$ cat src/rtl/irqc_pkg.sv
`timescale 1ns/1ps
package irqc_pkg;
    localparam int unsigned NSRC      = 32;
    localparam int unsigned REG_AW    = 3;
    localparam int unsigned NCH       = 2;
    localparam int unsigned THR_SHIFT = 16;

    localparam int unsigned BIT_RX_CNT = 17;
    localparam int unsigned BIT_TX_CNT = 19;
    localparam int unsigned BIT_RX_TMO = 28;
    localparam int unsigned BIT_TX_TMO = 29;

    localparam logic [REG_AW-1:0] A_RAW   = 3'd0;
    localparam logic [REG_AW-1:0] A_EN    = 3'd1;
    localparam logic [REG_AW-1:0] A_MSK   = 3'd2;
    localparam logic [REG_AW-1:0] A_THR   = 3'd3;
    localparam logic [REG_AW-1:0] A_RXTMO = 3'd4;
    localparam logic [REG_AW-1:0] A_TXTMO = 3'd5;

    localparam logic [NSRC-1:0] COAL_BITS =
        (32'd1 << BIT_RX_CNT) | (32'd1 << BIT_TX_CNT) |
        (32'd1 << BIT_RX_TMO) | (32'd1 << BIT_TX_TMO);

    typedef enum logic {
        ST_IDLE   = 1'b0,
        ST_GATHER = 1'b1
    } coal_state_t;

    function automatic int unsigned cnt_bit(input int unsigned ch);
        return (ch == 0) ? BIT_RX_CNT : BIT_TX_CNT;
    endfunction

    function automatic int unsigned tmo_bit(input int unsigned ch);
        return (ch == 0) ? BIT_RX_TMO : BIT_TX_TMO;
    endfunction
endpackage

$ cat src/rtl/irqc_coalescer.sv
`timescale 1ns/1ps
module irqc_coalescer
    import irqc_pkg::*;
#(
    parameter int unsigned CNT_W = 16,
    parameter int unsigned TMO_W = 20
) (
    input  logic             clk,
    input  logic             rst_n,
    input  logic             evt,
    input  logic [CNT_W-1:0] thresh,
    input  logic [TMO_W-1:0] tmo,
    output logic             fire_cnt,
    output logic             fire_tmo
);
    coal_state_t      state_q, state_d;
    logic [CNT_W-1:0] cnt_q, cnt_d;
    logic [TMO_W-1:0] tmr_q, tmr_d;
    logic [CNT_W:0]   cnt_inc;
    logic             hit_thr, hit_tmo;

    assign cnt_inc = {1'b0, cnt_q} + {{CNT_W{1'b0}}, 1'b1};
    assign hit_thr = evt && (cnt_inc >= {1'b0, thresh});
    assign hit_tmo = (state_q == ST_GATHER) && (tmr_q >= tmo) && !hit_thr;

    always_ff @(posedge clk or negedge rst_n) begin
        if (!rst_n) begin
            state_q <= ST_IDLE;
            cnt_q   <= '0;
            tmr_q   <= '0;
        end else begin
            state_q <= state_d;
            cnt_q   <= cnt_d;
            tmr_q   <= tmr_d;
        end
    end

    always_comb begin
        state_d = state_q;
        cnt_d   = cnt_q;
        tmr_d   = tmr_q;
        unique case (state_q)
            ST_IDLE: begin
                if (hit_thr) begin
                    cnt_d = '0;
                end else if (evt) begin
                    state_d = ST_GATHER;
                    cnt_d   = {{(CNT_W-1){1'b0}}, 1'b1};
                    tmr_d   = '0;
                end
            end
            ST_GATHER: begin
                if (hit_thr) begin
                    state_d = ST_IDLE;
                    cnt_d   = '0;
                    tmr_d   = '0;
                end else if (hit_tmo) begin
                    tmr_d = '0;
                    if (evt) begin
                        cnt_d = {{(CNT_W-1){1'b0}}, 1'b1};
                    end else begin
                        state_d = ST_IDLE;
                        cnt_d   = '0;
                    end
                end else begin
                    if (evt) cnt_d = cnt_inc[CNT_W-1:0];
                    tmr_d = tmr_q + {{(TMO_W-1){1'b0}}, 1'b1};
                end
            end
        endcase
    end

    always_comb begin
        fire_cnt = hit_thr;
        fire_tmo = hit_tmo;
    end
endmodule

$ cat src/rtl/irqc_cfg_regs.sv
`timescale 1ns/1ps
module irqc_cfg_regs
    import irqc_pkg::*;
#(
    parameter int unsigned CNT_W      = 16,
    parameter int unsigned TMO_W      = 20,
    parameter int unsigned RX_THR_RST = 1,
    parameter int unsigned TX_THR_RST = 1,
    parameter int unsigned RX_TMO_RST = 32'h10000,
    parameter int unsigned TX_TMO_RST = 32'h50000
) (
    input  logic                      clk,
    input  logic                      rst_n,
    input  logic                      thr_we,
    input  logic [NCH-1:0]            tmo_we,
    input  logic [NSRC-1:0]           wdata,
    output logic [NCH-1:0][CNT_W-1:0] thr,
    output logic [NCH-1:0][TMO_W-1:0] tmo
);
    localparam logic [CNT_W-1:0] THR_R0 = CNT_W'(RX_THR_RST);
    localparam logic [CNT_W-1:0] THR_R1 = CNT_W'(TX_THR_RST);
    localparam logic [TMO_W-1:0] TMO_R0 = TMO_W'(RX_TMO_RST);
    localparam logic [TMO_W-1:0] TMO_R1 = TMO_W'(TX_TMO_RST);

    always_ff @(posedge clk or negedge rst_n) begin
        if (!rst_n) begin
            for (int c = 0; c < NCH; c++) begin
                thr[c] <= (c == 0) ? THR_R0 : THR_R1;
                tmo[c] <= (c == 0) ? TMO_R0 : TMO_R1;
            end
        end else begin
            for (int c = 0; c < NCH; c++) begin
                if (thr_we) thr[c] <= wdata[c*THR_SHIFT +: CNT_W];
                if (tmo_we[c]) tmo[c] <= wdata[TMO_W-1:0];
            end
        end
    end
endmodule

$ cat src/rtl/irqc_status.sv
`timescale 1ns/1ps
module irqc_status
    import irqc_pkg::*;
(
    input  logic            clk,
    input  logic            rst_n,
    input  logic [NSRC-1:0] set_vec,
    input  logic [NSRC-1:0] clr_vec,
    input  logic            en_we,
    input  logic [NSRC-1:0] en_wdata,
    output logic [NSRC-1:0] raw_q,
    output logic [NSRC-1:0] en_q
);
    always_ff @(posedge clk or negedge rst_n) begin
        if (!rst_n) begin
            raw_q <= '0;
            en_q  <= '0;
        end else begin
            raw_q <= (raw_q & ~clr_vec) | set_vec;
            if (en_we) en_q <= en_wdata;
        end
    end
endmodule

$ cat src/rtl/irq_coalesce_unit.sv
`timescale 1ns/1ps
module irq_coalesce_unit
    import irqc_pkg::*;
#(
    parameter int unsigned CNT_W      = 16,
    parameter int unsigned TMO_W      = 20,
    parameter int unsigned RX_THR_RST = 1,
    parameter int unsigned TX_THR_RST = 1,
    parameter int unsigned RX_TMO_RST = 32'h10000,
    parameter int unsigned TX_TMO_RST = 32'h50000
) (
    input  logic        clk,
    input  logic        rst_n,
    input  logic        reg_we,
    input  logic [2:0]  reg_addr,
    input  logic [31:0] reg_wdata,
    output logic [31:0] reg_rdata,
    input  logic [31:0] src_evt,
    input  logic        rx_done,
    input  logic        tx_done,
    output logic        irq_o
);
    logic [NCH-1:0][CNT_W-1:0] thr;
    logic [NCH-1:0][TMO_W-1:0] tmo;
    logic [NCH-1:0]            done, fire_cnt, fire_tmo, tmo_we;
    logic [NSRC-1:0]           set_vec, clr_vec, raw_q, en_q, masked;
    logic [3:0]                fire_vec;

    assign done     = {tx_done, rx_done};
    assign tmo_we   = {reg_we && (reg_addr == A_TXTMO), reg_we && (reg_addr == A_RXTMO)};
    assign fire_vec = {fire_tmo[1], fire_cnt[1], fire_tmo[0], fire_cnt[0]};

    irqc_cfg_regs #(
        .CNT_W(CNT_W), .TMO_W(TMO_W),
        .RX_THR_RST(RX_THR_RST), .TX_THR_RST(TX_THR_RST),
        .RX_TMO_RST(RX_TMO_RST), .TX_TMO_RST(TX_TMO_RST)
    ) u_cfg (
        .clk(clk), .rst_n(rst_n),
        .thr_we(reg_we && (reg_addr == A_THR)),
        .tmo_we(tmo_we), .wdata(reg_wdata),
        .thr(thr), .tmo(tmo)
    );

    for (genvar g = 0; g < NCH; g++) begin : g_ch
        irqc_coalescer #(.CNT_W(CNT_W), .TMO_W(TMO_W)) u_coal (
            .clk(clk), .rst_n(rst_n), .evt(done[g]),
            .thresh(thr[g]), .tmo(tmo[g]),
            .fire_cnt(fire_cnt[g]), .fire_tmo(fire_tmo[g])
        );
    end

    always_comb begin
        set_vec = src_evt & ~COAL_BITS;
        for (int unsigned c = 0; c < NCH; c++) begin
            set_vec[cnt_bit(c)] = fire_cnt[c];
            set_vec[tmo_bit(c)] = fire_tmo[c];
        end
        clr_vec = (reg_we && (reg_addr == A_RAW)) ? reg_wdata : '0;
    end

    irqc_status u_stat (
        .clk(clk), .rst_n(rst_n),
        .set_vec(set_vec), .clr_vec(clr_vec),
        .en_we(reg_we && (reg_addr == A_EN)), .en_wdata(reg_wdata),
        .raw_q(raw_q), .en_q(en_q)
    );

    assign masked = raw_q & en_q;
    assign irq_o  = |masked;

    always_comb begin
        reg_rdata = '0;
        case (reg_addr)
            A_RAW:   reg_rdata = raw_q;
            A_EN:    reg_rdata = en_q;
            A_MSK:   reg_rdata = masked;
            A_THR: begin
                reg_rdata[CNT_W-1:0]            = thr[0];
                reg_rdata[THR_SHIFT +: CNT_W]   = thr[1];
            end
            A_RXTMO: reg_rdata[TMO_W-1:0] = tmo[0];
            A_TXTMO: reg_rdata[TMO_W-1:0] = tmo[1];
            default: reg_rdata = '0;
        endcase
    end
endmodule

$ cat config.mk
export PLATFORM = sky130hd
export DESIGN_NAME = irq_coalesce_unit
export DESIGN_NICKNAME = d
export VERILOG_FILES = /design/src/rtl/irqc_pkg.sv /design/src/rtl/irqc_coalescer.sv /design/src/rtl/irqc_cfg_regs.sv /design/src/rtl/irqc_status.sv /design/src/rtl/irq_coalesce_unit.sv
export SDC_FILE = /design/constraint.sdc
export NUM_CORES = 1
export LEC_CHECK = 0
export CAP_MARGIN = 30
export CORE_ASPECT_RATIO = 1.25
export CORE_MARGIN = 4
export CORE_UTILIZATION = 35
export CTS_BUF_LIST = sky130_fd_sc_hd__clkbuf_4
export DETAILED_ROUTE_END_ITERATION = 16
export DONT_BUFFER_PORTS = 1
export HOLD_SLACK_MARGIN = 0.15
export SETUP_SLACK_MARGIN = 0.05
export SLEW_MARGIN = 20
export SYNTH_ARGS = -nofsm -noshare
export SYNTH_HDL_FRONTEND = slang
export SYNTH_SLANG_ARGS = --single-unit
export TNS_END_PERCENT = 50
$ cat constraint.sdc
create_clock -name clk -period 4.76 [get_ports clk]
set_input_delay 0.476 -clock clk [delete_from_list [all_inputs] [get_ports clk]]
set_output_delay 0.476 -clock clk [all_outputs]
set_load 0.01 [all_outputs]
==> results of run 1 <==
## cell families after synthesis
kind of cell,count (synthesis),share of synthesized area
AO/OA/AOI/OAI,281,0.143
XOR/XNOR,23,0.0162
adder cells (fa/ha/maj),76,0.0764
buffers and inverters,143,0.0466
flip-flops,210,0.423
multiplexers,127,0.122
AND/OR/NAND/NOR,457,0.172
## worst register-to-register path: stages (launching register included)
cell,delay [ns]
dfrtp_1,0.48
ha_1,0.31
nand3_1,0.13
nor3_1,0.32
nand2_1,0.14
or2_2,0.31
nand2_1,0.09
ha_1,0.25
nand4_1,0.12
nor3_1,0.10
o31a_1,0.13
o41a_1,0.46
o21ai_2,0.18
buf_4,0.24
nand2_1,0.27
o311ai_1,0.37
## state kept, by name, indices dropped and copies added, names as in the netlist
register,count
u_cfg.tmo,40
u_stat.en_q,32
u_stat.raw_q,32
g_ch.u_coal.tmr_q,40
u_cfg.thr,32
g_ch.u_coal.cnt_q,32
g_ch.u_coal.state_q,2
## final cells by class
class / count / area, um2 / share of cell area
Timing Repair Buffer: 104 / 1010 / 0.0701
Sequential cell: 210 / 5260 / 0.364
Clock buffer: 74 / 556 / 0.0384
Tap cell: 468 / 586 / 0.0405
Clock inverter: 25 / 133 / 0.00916
Multi-Input combinational cell: 964 / 6620 / 0.457
Inverter: 81 / 304 / 0.0210
Antenna cell: 2 / 5.00 / 0.000346
## placed cells by master, fill, tap and decap left out, types with 20 or more instances in the layout
master and n:
a21o_1 37, a21oi_1 52, clkbuf_4 74, dfrtp_1 205, dlygate4sd3_1 89, ha_1 76
inv_1 81, mux2_2 98, nand2_1 176, nand3_1 56, nand4_1 29, nor2_1 95
nor4_1 20, o21ai_0 86
## stage by stage
step	worst slack, ns	total power [mW]	area (um2)
final	0.670	5.17	14500
after global routing	0.249	5.53	14500
after CTS	0.699	5.23	14500
after detailed placement	0.802	3.56	12900
after global placement	0.833	3.50	12900
after floorplan	1.39	3.21	12400
## path summary, 6_finish.rpt
| check | end | depth (start not counted) |
|---|---|---|
| worst max-delay path | g_ch[0].u_coal.tmr_q[13] | 15 |
| worst min-delay path | u_stat.en_q[27] | 0 |
| worst max register to register | g_ch[0].u_coal.tmr_q[13] | 15 |
| worst min register to register | u_stat.raw_q[17] | 2 |
| max in group asynchronous | g_ch[0].u_coal.tmr_q[14] | 0 |
| min in group clk | g_ch[1].u_coal.cnt_q[2] | 5 |
## metal layers
layer / track usage / vias up
li1: - / 4948
met1: 0.227 / 5102
met2: 0.326 / 301
met3: 0.0391 / 100
met4: 0.0921 / 2
met5: 0 / -
## power by group
group / total [mW] / switching [mW] / internal (mW) / leakage, nW
combinational: 1.23 / 0.646 / 0.584 / 3.45
clock: 1.58 / 0.801 / 0.780 / 0.401
sequential: 2.36 / 0.285 / 2.08 / 2.54
==> flow_summary.json, run 1 <==
{
  "cp-startpoint": "g_ch[0].u_coal.cnt_q[0]",
  "outcome": "finished, violations left",
  "placed_cells": 1737,
  "num-nets-final": 1564,
  "crit_type": "flip-flop to flip-flop",
  "instances_no_fill": 1928,
  "max_slew_margin": 0.337,
  "worst-path-buf-inv": 1,
  "slew_viol_final": 0,
  "start_util": 0.357,
  "yosysTopAreaCell": "dfrtp_1",
  "port_buffers": 0,
  "tns_ns": 0,
  "yosysSeqAreaShare": 0.423,
  "crit_path_frequent_cell": "nand2_1",
  "rows": 76,
  "whs_ns": -0.548,
  "synth_top_area_frac": 0.412,
  "timing.final.crit_share": 0.859,
  "yosysMostFrequentCell": "dfrtp_1",
  "cpMaxStageDelayCell": "dfrtp_1",
  "ant_nets": 0,
  "critical_path.top_delay_family": "simple AND/OR/NAND/NOR gates",
  "cts_buffers": 55,
  "wl_per_cell_um": 19.1,
  "ys_warn_count": 0,
  "async_reset_ff_frac": 1.00,
  "io_pins": 105,
  "ir_worst_vdd_mv": 0.137,
  "syn_nets": 1465,
  "num-fill-cells": 3462,
  "period_minus_slack_ns": 4.09,
  "hold_buffers": 89,
  "drc": 0,
  "die_h_um": 219,
  "r2r-start": "g_ch[0].u_coal.cnt_q[0]",
  "clkSinkCount": 210,
  "violations": "negative hold slack",
  "top_layer": "met5",
  "grt_first_pass_wirelength_mm": 58.3,
  "setup_viol": 0,
  "grt_pass1_vias": 10551,
  "p_per_area_nw_per_um2": 358,
  "final_layout_size_suffix_gt1_frac": 0.154,
  "cts_tree": "built",
  "die_w_um": 177,
  "wl_met2_mm": 18.3,
  "syn_inst": 1317,
  "yosysUniqueCellTypes": 65,
  "track_usage": 0.190,
  "rsz0062_at_grt": "false",
  "gp_congestion": 0.860,
  "synth-edff-count": 0,
  "clockRootBuffer": "clkbuf_4",
  "path_clk_slew_ns": 0.08,
  "critPathMaxFanout": 16,
  "antenna_found_initial": 3,
  "die_area_um2": 38600,
  "hold_viol_final": 210,
  "wl_mm": 36.8,
  "cts_setup_buffers": 0,
  "p_leak_nw": 6.40,
  "dp_hpwl_mm": 25.0,
  "max_freq_mhz": 245,
  "fp.coreArea_um2": 34800,
  "cap_violations": 0,
  "startpoint_type": "flip-flop",
  "fin_skew_ns": 0.102,
  "htree_levels": 2,
  "hp-class": "input port to async pin",
  "wl_met3_mm": 1.96,
  "dr_total_vias": 10453,
  "ys_ff_latch": 210,
  "utilization": 0.416,
  "overflow": 0,
  "synthTopCellsByCount": "dfrtp_1 (205), nand2_1 (176), mux2_2 (98)",
  "cp-end-kind": "flip-flop",
  "met1_length_mm": 14.8,
  "synthFlopType": "dfrtp_1",
  "crit_chain": "ha_1, nand3_1, nor3_1, nand2_1, or2_2, nand2_1, ha_1, nand4_1, nor3_1, o31a_1, o41a_1, o21ai_2, buf_4, nand2_1, o311ai_1",
  "viasPerCell": 5.42,
  "initialDrtViolationCount": 577,
  "ys_top_cells_by_area": "dfrtp_1 (41%), mux2_2 (8.9%), ha_1 (7.6%)",
  "drtPass1Iterations": 5,
  "arrival_ns": 4.66,
  "clock_latency_ns": 0.78,
  "synth.avg_cell_area_um2": 9.45,
  "clock_tree.buffer_depth": 3,
  "max_slew.worst_pin.slew_ns": 0.994,
  "worstPathRequired_ns": 5.33,
  "syn_to_final_growth_pct": 16.3,
  "max_stage_delay_ns": 0.48,
  "post_cts_resized": 0,
  "grt_max_degree": 211,
  "reg2reg_slack_ns": 0.67,
  "synth_area_um2": 12400
}
(Power assumes the default switching activity.)
==> inputs of run 2 (changes only) <==
- CELL_PAD_IN_SITES_DETAIL_PLACEMENT: not set -> 1
- CELL_PAD_IN_SITES_GLOBAL_PLACEMENT: not set -> 1
- PLACE_DENSITY_LB_ADDON: not set -> 0.1
==> flow_summary.json, run 2 (synthesis results as in run 1) <==
{
  "outcome": "finished, violations left",
  "violations": "negative hold slack",
  "drc": 0,
  "cp-end-kind": "flip-flop",
  "post_cts_resized": 0,
  "tns_ns": 0,
  "arrival_ns": 4.91,
  "power_mw": 5.51,
  "cts_setup_buffers": 0,
  "fp.coreArea_um2": 34800,
  "cts_tree": "built",
  "met3_usage": 0.0422,
  "io_pins": 105,
  "grt_max_degree": 211,
  "ant_nets": 0,
  "setup_viol": 0,
  "hold_buffers": 92,
  "final_layout_size_suffix_gt1_frac": 0.167,
  "grt.met2_usage": 0.377,
  "num-nets-final": 1581,
  "max_slew.worst_pin.slew_ns": 0.985,
  "hold_viol_final": 210,
  "wl_mm": 41.0,
  "clkSinkCount": 210,
  "gp_congestion": 0.775,
  "path_clk_slew_ns": 0.07,
  "cap_violations": 0,
  "startpoint_type": "flip-flop",
  "clockRootBuffer": "clkbuf_4",
  "worstPathRequired_ns": 5.42,
  "rsz0062_at_grt": "false",
  "syn_to_final_growth_pct": 18.5,
  "num-fill-cells": 4087,
  "start_util": 0.357,
  "dp_hpwl_mm": 28.6,
  "slew_viol_final": 0,
  "r2r_cells": 14,
  "hp-class": "input port to async pin",
  "overflow": 0,
  "top_usage_layer": "met2",
  "p_per_area_nw_per_um2": 374,
  "cts_buffers": 61,
  "grt_pass1_vias": 11121,
  "met1_usage": 0.268,
  "ir_worst_vdd_mv": 0.156,
  "final_cell_area_um2": 14700,
  "viasPerCell": 5.37,
  "layout_common_cells": "dfrtp_1 (205), nand2_1 (176), mux2_2 (98)",
  "layout_commonest_cell": "dfrtp_1",
  "instances_no_fill": 1954,
  "grt_first_pass_wirelength_mm": 64.7,
  "place_area_um2": 13000,
  "dr_total_vias": 10485,
  "clock_latency_ns": 0.82,
  "clock_tree.buffer_depth": 3,
  "p_leak_nw": 6.55,
  "track_usage": 0.215,
  "period_minus_slack_ns": 4.25,
  "initialDrtViolationCount": 440,
  "timing.final.crit_share": 0.892,
  "die_h_um": 219,
  "antenna_found_initial": 3,
  "port_buffers": 0,
  "reg.largest.list": "g_ch.u_coal.tmr_q (40), u_cfg.tmo (40)",
  "die_w_um": 177,
  "drtPass1Iterations": 4,
  "htree_levels": 2,
  "critPathMaxFanout": 11,
  "wl_per_cell_um": 21.0,
  "fin_skew_ns": 0.0610,
  "die_area_um2": 38600,
  "rows": 76,
  "crit_type": "flip-flop to flip-flop",
  "max_slew_margin": 0.343,
  "max_freq_mhz": 235,
  "whs_ns": -0.613,
  "placed_cells": 1746
}
==> run 2: final timing paths <==
| check | startpoint | endpoint | slack [ns] |
|---|---|---|---|
| max in group asynchronous | rst_n | u_stat.raw_q[22] | 4.95 |
| min reg2reg | u_cfg.thr[5] | u_cfg.thr[5] | 0.51 |
| max | g_ch[0].u_coal.cnt_q[0] | g_ch[0].u_coal.tmr_q[13] | 0.51 |
| min | rst_n | g_ch[1].u_coal.tmr_q[5] | -0.61 |
| max reg2reg | g_ch[0].u_coal.cnt_q[0] | g_ch[0].u_coal.tmr_q[13] | 0.51 |
| min in group clk | tx_done | g_ch[1].u_coal.tmr_q[18] | 0.21 |
==> run 2: routing by layer <==
metal / vias up / wire length (um)
met5: - / 13
met3: 69 / 1480
met2: 157 / 21000
li1: 4977 / -
met1: 5280 / 17500
met4: 2 / 1050
==> run 2: area by class of cell <==
type	instances	area [um2]	area share
Tap cell	468	586	0.0397
Sequential cell	210	5260	0.357
Timing Repair Buffer	115	1120	0.0761
Inverter	81	304	0.0206
Clock inverter	27	196	0.0133
Antenna cell	2	5.00	0.000339
Multi-Input combinational cell	964	6620	0.449
Clock buffer	87	653	0.0443
==> run 2: stage by stage <==
stage | util | worst slack [ns] | hold slack [ns]
final | 0.424 | 0.512 | -0.613
after global routing | 0.424 | 0.188 | -0.716
after CTS | 0.423 | 0.468 | -0.718
after detailed placement | 0.373 | 0.499 | 0.192
after global placement | 0.371 | 0.578 | 0.191
after floorplan | - | 1.39 | 0.180
==> run 2: report_power, final <==
group / switching, mW / total [mW] / internal, mW
sequential: 0.297 / 2.38 / 2.08
combinational: 0.653 / 1.24 / 0.592
clock: 0.880 / 1.89 / 1.01
==> run 2: worst max-delay path, cell delays in order, from the launching register on <==
cell and delay, ns:
dfrtp_1 0.47, ha_1 0.31, nand3_1 0.15, nor3_1 0.31
nand2_1 0.16, or2_2 0.31, nand2_1 0.11, ha_1 0.26
nand4_1 0.13, nor3_1 0.08, o31a_1 0.11, o41a_1 0.47
o21ai_2 0.46, nand2_1 0.40, o311ai_1 0.37
==> inputs of run 3 (changes only) <==
- TNS_END_PERCENT: 50 -> not set
==> results of run 3 <==
No change in the layout: final DEF, timing and power equal those of run 2.
